==> config.mk <==
export PLATFORM = sky130hd
export DESIGN_NAME = bringup_seq
export DESIGN_NICKNAME = d
export VERILOG_FILES = /design/src/rtl/bringup_pkg.sv /design/src/rtl/bringup_fuse_timer.sv /design/src/rtl/bringup_ready_qual.sv /design/src/rtl/bringup_fsm.sv /design/src/rtl/bringup_seq.sv
export SDC_FILE = /design/constraint.sdc
export NUM_CORES = 1
export LEC_CHECK = 0
export ABC_AREA = 1
export BUFFER_PORTS_ARGS = -buffer_cell sky130_fd_sc_hd__buf_2
export CAP_MARGIN = 25
export CORE_AREA = 5 5 42 44
export DETAILED_ROUTE_END_ITERATION = 7
export DIE_AREA = 0 0 47 49
export GPL_TIMING_DRIVEN = 0
export PLACE_DENSITY = 0.74
export RECOVER_POWER = 25
export SLEW_MARGIN = 20
export SYNTH_ARGS = -nofsm -noshare
export SYNTH_HDL_FRONTEND = slang
export SYNTH_SLANG_ARGS = --single-unit
==> constraint.sdc <==
create_clock -name clk -period 1.6 [get_ports clk]
set_input_delay 0.32 -clock clk [delete_from_list [all_inputs] [get_ports clk]]
set_output_delay 0.32 -clock clk [all_outputs]
set_load 0.1 [all_outputs]
==> src/rtl/bringup_pkg.sv <==
// Package: shared state encoding for the power-up sequencer.
// Assumes a 3-bit state is visible at the top-level ports.
package bringup_pkg;
    typedef enum logic [2:0] {
        ST_FUSE   = 3'd0,
        ST_CFG    = 3'd1,
        ST_PWRUP  = 3'd2,
        ST_READY  = 3'd3,
        ST_UNREACH = 3'd4
    } seq_state_t;
endpackage

==> src/rtl/bringup_fuse_timer.sv <==
// Module: bringup_fuse_timer
// Counts the edges spent in fuse-load and raises 'expired' on the edge that
// would be the TIMEOUT-th without a load-done. Assumes 'run' is high only in
// fuse-load; the count clears whenever 'run' is low.
module bringup_fuse_timer #(
    parameter int TIMEOUT = 32
) (
    input  logic clk,
    input  logic rst_n,
    input  logic run,
    input  logic fuse_done,
    output logic expired
);
    localparam int TW = (TIMEOUT > 1) ? $clog2(TIMEOUT) : 1;

    logic [TW-1:0] cnt;

    // Purpose: flag the last allowed edge without a load-done.
    always_comb begin
        expired = run && !fuse_done && (cnt == TW'(TIMEOUT - 1));
    end

    // Purpose: advance the wait counter while fuse-load is pending.
    always_ff @(posedge clk) begin
        if (!rst_n || !run || fuse_done) begin
            cnt <= '0;
        end else if (cnt != TW'(TIMEOUT - 1)) begin
            cnt <= cnt + 1'b1;
        end
    end
endmodule

==> src/rtl/bringup_ready_qual.sv <==
// Module: bringup_ready_qual
// Qualifies the subsystem ready vector. 'hold_met' is high on the HOLD-th
// consecutive armed edge at which every bit is set. Assumes 'arm' is high only
// in power-up; any gap or disarm restarts the count.
module bringup_ready_qual #(
    parameter int NUM_READY = 4,
    parameter int HOLD      = 4
) (
    input  logic                 clk,
    input  logic                 rst_n,
    input  logic                 arm,
    input  logic [NUM_READY-1:0] ready_vec,
    output logic                 all_ready,
    output logic                 hold_met
);
    localparam int CW = (HOLD > 1) ? $clog2(HOLD) : 1;

    logic [CW-1:0] run_len;

    // Purpose: reduce the vector and detect the end of the hold window.
    always_comb begin
        all_ready = &ready_vec;
        hold_met  = arm && all_ready && (run_len == CW'(HOLD - 1));
    end

    // Purpose: count consecutive all-ready edges while armed.
    always_ff @(posedge clk) begin
        if (!rst_n || !arm || !all_ready) begin
            run_len <= '0;
        end else if (run_len != CW'(HOLD - 1)) begin
            run_len <= run_len + 1'b1;
        end
    end
endmodule

==> src/rtl/bringup_fsm.sv <==
// Module: bringup_fsm
// Main sequencing state machine. Chooses the configuration path after fuse
// load, holds the sticky fuse error, and decodes the enables from the state.
// Assumes the timer and the ready qualifier are driven from its own state.
module bringup_fsm
    import bringup_pkg::*;
(
    input  logic       clk,
    input  logic       rst_n,
    input  logic       fuse_done,
    input  logic       fused,
    input  logic       sel_inband,
    input  logic       cfg_done,
    input  logic       fuse_expired,
    input  logic       all_ready,
    input  logic       hold_met,
    output seq_state_t state,
    output logic       fuse_err,
    output logic       ready,
    output logic       unreach,
    output logic       twowire_en,
    output logic       inband_en
);
    seq_state_t nxt;

    // Purpose: compute the next state from the current state and inputs.
    always_comb begin
        nxt = state;
        unique case (state)
            ST_FUSE: begin
                if (fuse_done && fused)      nxt = ST_PWRUP;
                else if (fuse_done || fuse_expired)
                    nxt = sel_inband ? ST_UNREACH : ST_CFG;
            end
            ST_CFG:     if (cfg_done) nxt = ST_PWRUP;
            ST_PWRUP:   if (hold_met) nxt = ST_READY;
            ST_READY:   if (!all_ready) nxt = ST_PWRUP;
            ST_UNREACH: nxt = ST_UNREACH;
            default:    nxt = ST_FUSE;
        endcase
    end

    // Purpose: hold the state and the sticky fuse-timeout flag.
    always_ff @(posedge clk) begin
        if (!rst_n) begin
            state    <= ST_FUSE;
            fuse_err <= 1'b0;
        end else begin
            state <= nxt;
            if (state == ST_FUSE && fuse_expired) fuse_err <= 1'b1;
        end
    end

    // Purpose: decode the status flags and interface enables.
    always_comb begin
        ready      = (state == ST_READY);
        unreach    = (state == ST_UNREACH);
        twowire_en = (state == ST_CFG) || (state == ST_READY);
        inband_en  = (state == ST_READY);
    end
endmodule

==> src/rtl/bringup_seq.sv <==
// Module: bringup_seq (top)
// Power-up configuration sequencer: fuse load, path choice, external
// configuration wait, ready qualification. Assumes all inputs are synchronous
// to clk; the fuse memory, bus engines and PLL live outside.
module bringup_seq
    import bringup_pkg::*;
#(
    parameter int NUM_READY    = 4,
    parameter int HOLD_CYCLES  = 4,
    parameter int FUSE_TIMEOUT = 32
) (
    input  logic                 clk,
    input  logic                 rst_n,
    input  logic                 fuse_done_i,
    input  logic                 fused_i,
    input  logic                 sel_inband_i,
    input  logic                 cfg_done_i,
    input  logic [NUM_READY-1:0] ready_vec_i,
    output logic [2:0]           state_o,
    output logic                 ready_o,
    output logic                 unreach_o,
    output logic                 fuse_err_o,
    output logic                 twowire_en_o,
    output logic                 inband_en_o
);
    seq_state_t st;
    logic       expired;
    logic       all_rdy;
    logic       hold_ok;

    bringup_fuse_timer #(.TIMEOUT(FUSE_TIMEOUT)) u_timer (
        .clk       (clk),
        .rst_n     (rst_n),
        .run       (st == ST_FUSE),
        .fuse_done (fuse_done_i),
        .expired   (expired)
    );

    bringup_ready_qual #(.NUM_READY(NUM_READY), .HOLD(HOLD_CYCLES)) u_qual (
        .clk       (clk),
        .rst_n     (rst_n),
        .arm       (st == ST_PWRUP),
        .ready_vec (ready_vec_i),
        .all_ready (all_rdy),
        .hold_met  (hold_ok)
    );

    bringup_fsm u_fsm (
        .clk          (clk),
        .rst_n        (rst_n),
        .fuse_done    (fuse_done_i),
        .fused        (fused_i),
        .sel_inband   (sel_inband_i),
        .cfg_done     (cfg_done_i),
        .fuse_expired (expired),
        .all_ready    (all_rdy),
        .hold_met     (hold_ok),
        .state        (st),
        .fuse_err     (fuse_err_o),
        .ready        (ready_o),
        .unreach      (unreach_o),
        .twowire_en   (twowire_en_o),
        .inband_en    (inband_en_o)
    );

    // Purpose: expose the state code on a plain port.
    always_comb state_o = st;
endmodule

==> flow_results.xml <==
<?xml version="1.0" encoding="UTF-8"?>
<metrics>
  <group name="status">
    <metric name="status" unit="">completed</metric>
  </group>
  <group name="worst_setup_path">
    <metric name="path_class" unit="">reg -&gt; out</metric>
    <metric name="start_kind" unit="">register</metric>
    <metric name="ff2ff_path_depth" unit="">10</metric>
    <metric name="worst-r2r-setup-slack" unit="ns">0.12</metric>
    <metric name="r2r_end" unit="">u_fsm.state[1]</metric>
    <metric name="worst_path_required" unit="ns">1.28</metric>
    <metric name="end_kind" unit="">primary output</metric>
    <metric name="worst_ep_arrival_time" unit="ns">1.24</metric>
    <metric name="timing.critical_path.fanout_max" unit="">6</metric>
    <metric name="worstReg2RegStart" unit="">u_timer.cnt[0]</metric>
  </group>
  <group name="die">
    <metric name="initial_core_util" unit="%">40.89</metric>
    <metric name="top_level_ports" unit="">18</metric>
    <metric name="core_area" unit="um^2">1401</metric>
    <metric name="std_cell_rows" unit="">14</metric>
    <metric name="die_h" unit="um">49</metric>
    <metric name="die_area" unit="um^2">2303</metric>
    <metric name="die-width" unit="um">47</metric>
  </group>
  <group name="timing">
    <metric name="fmax" unit="MHz">642.7</metric>
    <metric name="fin_skew" unit="ns">0.006396</metric>
    <metric name="timing.final.hold_violations" unit="">0</metric>
    <metric name="setup_slack" unit="ns">0.04395</metric>
    <metric name="final_setup_fails" unit="">0</metric>
    <metric name="unrepaired_setup_endpoints_after_global_routing" unit="">yes</metric>
    <metric name="max-slew-margin-rel" unit="%">67.88</metric>
    <metric name="maxSlewViolCount" unit="">0</metric>
    <metric name="tightest_slew" unit="ns">0.4852</metric>
    <metric name="timing.final.crit_period" unit="ns">1.556</metric>
    <metric name="finalCritPeriodShare" unit="%">97.25</metric>
  </group>
  <group name="placed_design">
    <metric name="gp_congestion" unit="">0.7501</metric>
    <metric name="place.port_buffers" unit="">17</metric>
    <metric name="dp_slack" unit="ns">0.02422</metric>
    <metric name="estimated_wirelength_of_the_detail_placed_design" unit="um">953</metric>
  </group>
  <group name="logic_synthesis">
    <metric name="async_flop_share" unit="%">0</metric>
    <metric name="netlist.top_cell.by_area" unit="">sky130_fd_sc_hd__dfxtp_1</metric>
    <metric name="synth_edf_count" unit="">0</metric>
    <metric name="netlist.area_leader.share" unit="%">38.43</metric>
    <metric name="dominant_synthesized_flop_cell" unit="">sky130_fd_sc_hd__dfxtp_1</metric>
    <metric name="synthesis.instances" unit="">83</metric>
    <metric name="synth.distinct_cells" unit="">18</metric>
    <metric name="postSynthRegisterBits" unit="">11</metric>
    <metric name="yosysWarnings" unit="">0</metric>
    <metric name="syn-num-nets" unit="">96</metric>
    <metric name="synth_common_cells" unit="">sky130_fd_sc_hd__nand2_1, sky130_fd_sc_hd__nor2_1, sky130_fd_sc_hd__dfxtp_1, sky130_fd_sc_hd__inv_1, sky130_fd_sc_hd__a21oi_1</metric>
    <metric name="postSynthAreaPerCell" unit="um^2">6.904</metric>
    <metric name="syn_area" unit="um^2">573.1</metric>
    <metric name="synth_top_cells_by_area" unit="">sky130_fd_sc_hd__dfxtp_1, sky130_fd_sc_hd__nand2_1, sky130_fd_sc_hd__nor2_1</metric>
    <metric name="synth-seq-area-share" unit="%">38.43</metric>
    <metric name="yosysMostFrequentCell" unit="">sky130_fd_sc_hd__nand2_1</metric>
  </group>
  <group name="clocking">
    <metric name="cts_max_path_buffers" unit="">2</metric>
    <metric name="cts-buffers-inserted" unit="">3</metric>
    <metric name="cts.hold.buffers_added" unit="">0</metric>
    <metric name="cts-root-buf" unit="">sky130_fd_sc_hd__clkbuf_4</metric>
    <metric name="ctsHtreeMaxLevel" unit="">1</metric>
    <metric name="clk_transition_reported_paths" unit="ns">0.07</metric>
    <metric name="tritoncts" unit="">built</metric>
    <metric name="cts_num_sinks" unit="">11</metric>
    <metric name="worstSkewPairLatency" unit="ns">0.27</metric>
  </group>
  <group name="global_routing">
    <metric name="number_of_antenna_violations_at_the_first_check_in_global_routing" unit="">0</metric>
    <metric name="grt_pass1_vias" unit="">509</metric>
    <metric name="grt_start_max_net_pins" unit="">9</metric>
    <metric name="grt_pass1_wl" unit="um">1897</metric>
    <metric name="global_route.usage.total" unit="%">11.24</metric>
    <metric name="overflow" unit="">0</metric>
  </group>
  <group name="final_layout">
    <metric name="layout.filler_cells" unit="">149</metric>
    <metric name="share_of_final_layout_standard_cells_stronger_than_drive_strength_1" unit="%">33.65</metric>
    <metric name="syn_to_final_growth" unit="%">37.99</metric>
    <metric name="antenna-diode-count" unit="">0</metric>
    <metric name="final_core_util" unit="%">56.43</metric>
    <metric name="fin_nets" unit="">118</metric>
  </group>
  <group name="power_and_ir_drop">
    <metric name="pwr_density_cell" unit="nW/um^2">1871</metric>
    <metric name="leakage" unit="nW">0.3751</metric>
    <metric name="design_power_total" unit="mW">1.479</metric>
    <metric name="ir_drop" unit="mV">0.8122</metric>
  </group>
  <group name="drt">
    <metric name="first_pass_iters" unit="">4</metric>
    <metric name="overall_routed_net_length" unit="um">1145</metric>
    <metric name="vias" unit="">569</metric>
    <metric name="number_of_vias_per_cell_after_detailed_routing" unit="">4.742</metric>
    <metric name="drt-initial-drc-count" unit="">4</metric>
    <metric name="detail_route.wl_per_cell" unit="um">9.542</metric>
    <metric name="drc_errors" unit="">0</metric>
    <metric name="antenna_left" unit="">0</metric>
  </group>
  <group name="hold_path">
    <metric name="hp-start" unit="">rst_n</metric>
    <metric name="min_delay_path_depth" unit="">3</metric>
    <metric name="whs_endpoint" unit="">u_fsm.state[0]</metric>
    <metric name="holdCritPathClass" unit="">in -&gt; reg</metric>
  </group>
  <group name="run">
    <metric name="maxCapViolCount" unit="">0</metric>
  </group>
</metrics>
[power by group]
group | internal [mW] | switching, mW | leakage [nW] | total [mW]
combinational | 0.213 | 0.675 | 0.265 | 0.889
sequential | 0.334 | 0.0712 | 0.0922 | 0.406
clock | 0.0926 | 0.0921 | 0.0177 | 0.185
[state kept, by name, indices dropped and copies added (netlist names)]
name and flops:
u_qual.run_len 2, u_fsm.state 3, u_fsm.fuse_err 1, u_timer.cnt 5
[metrics by stage]
stage | cells | hold WS [ns] | area (um^2) | TNS, ns
finish | 120 | 0.3157 | 790.8 | 0
global route | 120 | 0.3255 | 790.8 | -0.08158
CTS | 120 | 0.3176 | 778.2 | 0
detailed placement | 116 | 0.4486 | 730.7 | 0
global placement | 116 | 0.4393 | 730.7 | 0
floorplan | 83 | 0.4316 | 625.6 | -0.7936
[what timing repair did]
| action | in CTS | in global routing |
|---|---|---|
| hold endpoints to repair | 0 | 0 |
| setup buffers | 0 | 0 |
| setup endpoints to repair | 3 | 6 |
| gates cloned | 0 | 0 |
| gates resized for setup | 4 | 6 |
[per-layer routing]
layer / GRT usage [%] / up-vias / wire length, um
li1: - / 309 / -
met1: 12.03 / 242 / 443
met2: 18.33 / 13 / 576
met3: 3.321 / 5 / 87
met4: 6.912 / 0 / 38
met5: 0 / - / 0
[worst max path at each step]
stage	from	endpoint	slack [ns]	cells past startpoint
after floorplan	u_fsm.state[1]	ready_o	-0.46	3
after global placement	u_timer.cnt[0]	u_fsm.state[1]	0.03	10
after detailed placement	u_timer.cnt[0]	u_fsm.state[1]	0.02	10
after CTS	u_timer.cnt[0]	u_fsm.state[1]	0.006	10
after global routing	u_timer.cnt[0]	u_fsm.state[2]	-0.05	10
final	u_fsm.state[0]	twowire_en_o	0.04	3
[cells by family (layout without fill, tap and decap cells)]
logic type | after synthesis | in the layout | synth area share, %
AND/OR/NAND/NOR | 48 | 48 | 35.59
flip-flops | 11 | 11 | 38.43
buffers and inverters | 10 | 31 | 7.207
AO/OA/AOI/OAI | 8 | 8 | 7.423
adder cells (fa/ha/maj) | 3 | 3 | 6.551
XOR/XNOR | 2 | 2 | 3.057
multiplexers | 1 | 1 | 1.747
[cell usage in the layout, fill, tap and decap left out, drive strengths merged, types with 2 or more instances in the layout]
master / n
buf: 18
nand2: 22
dfxtp: 11
inv: 9
xor2: 2
nand4: 2
a21oi: 6
nor3: 2
nand3: 4
nor2: 17
clkbuf: 3
ha: 3
[critical path, cell delays in order, from the launching register on]
cell	delay (ns)
sky130_fd_sc_hd__dfxtp_4	0.39
sky130_fd_sc_hd__inv_4	0.05
sky130_fd_sc_hd__nor2_4	0.09
sky130_fd_sc_hd__buf_2	0.43
[cell type report]
| class | count | area [um^2] | share of cell area [%] |
|---|---|---|---|
| multi-input combinational | 62 | 337.8 | 42.72 |
| sequential | 11 | 234.0 | 29.59 |
| timing repair buffer | 17 | 112.6 | 14.24 |
| inverter | 9 | 38.79 | 4.905 |
| clock buffer | 3 | 22.52 | 2.848 |
| buffer | 1 | 20.02 | 2.532 |
| tap | 16 | 20.02 | 2.532 |
| clock inverter | 1 | 5.005 | 0.6329 |
(Power assumes the default switching activity.)
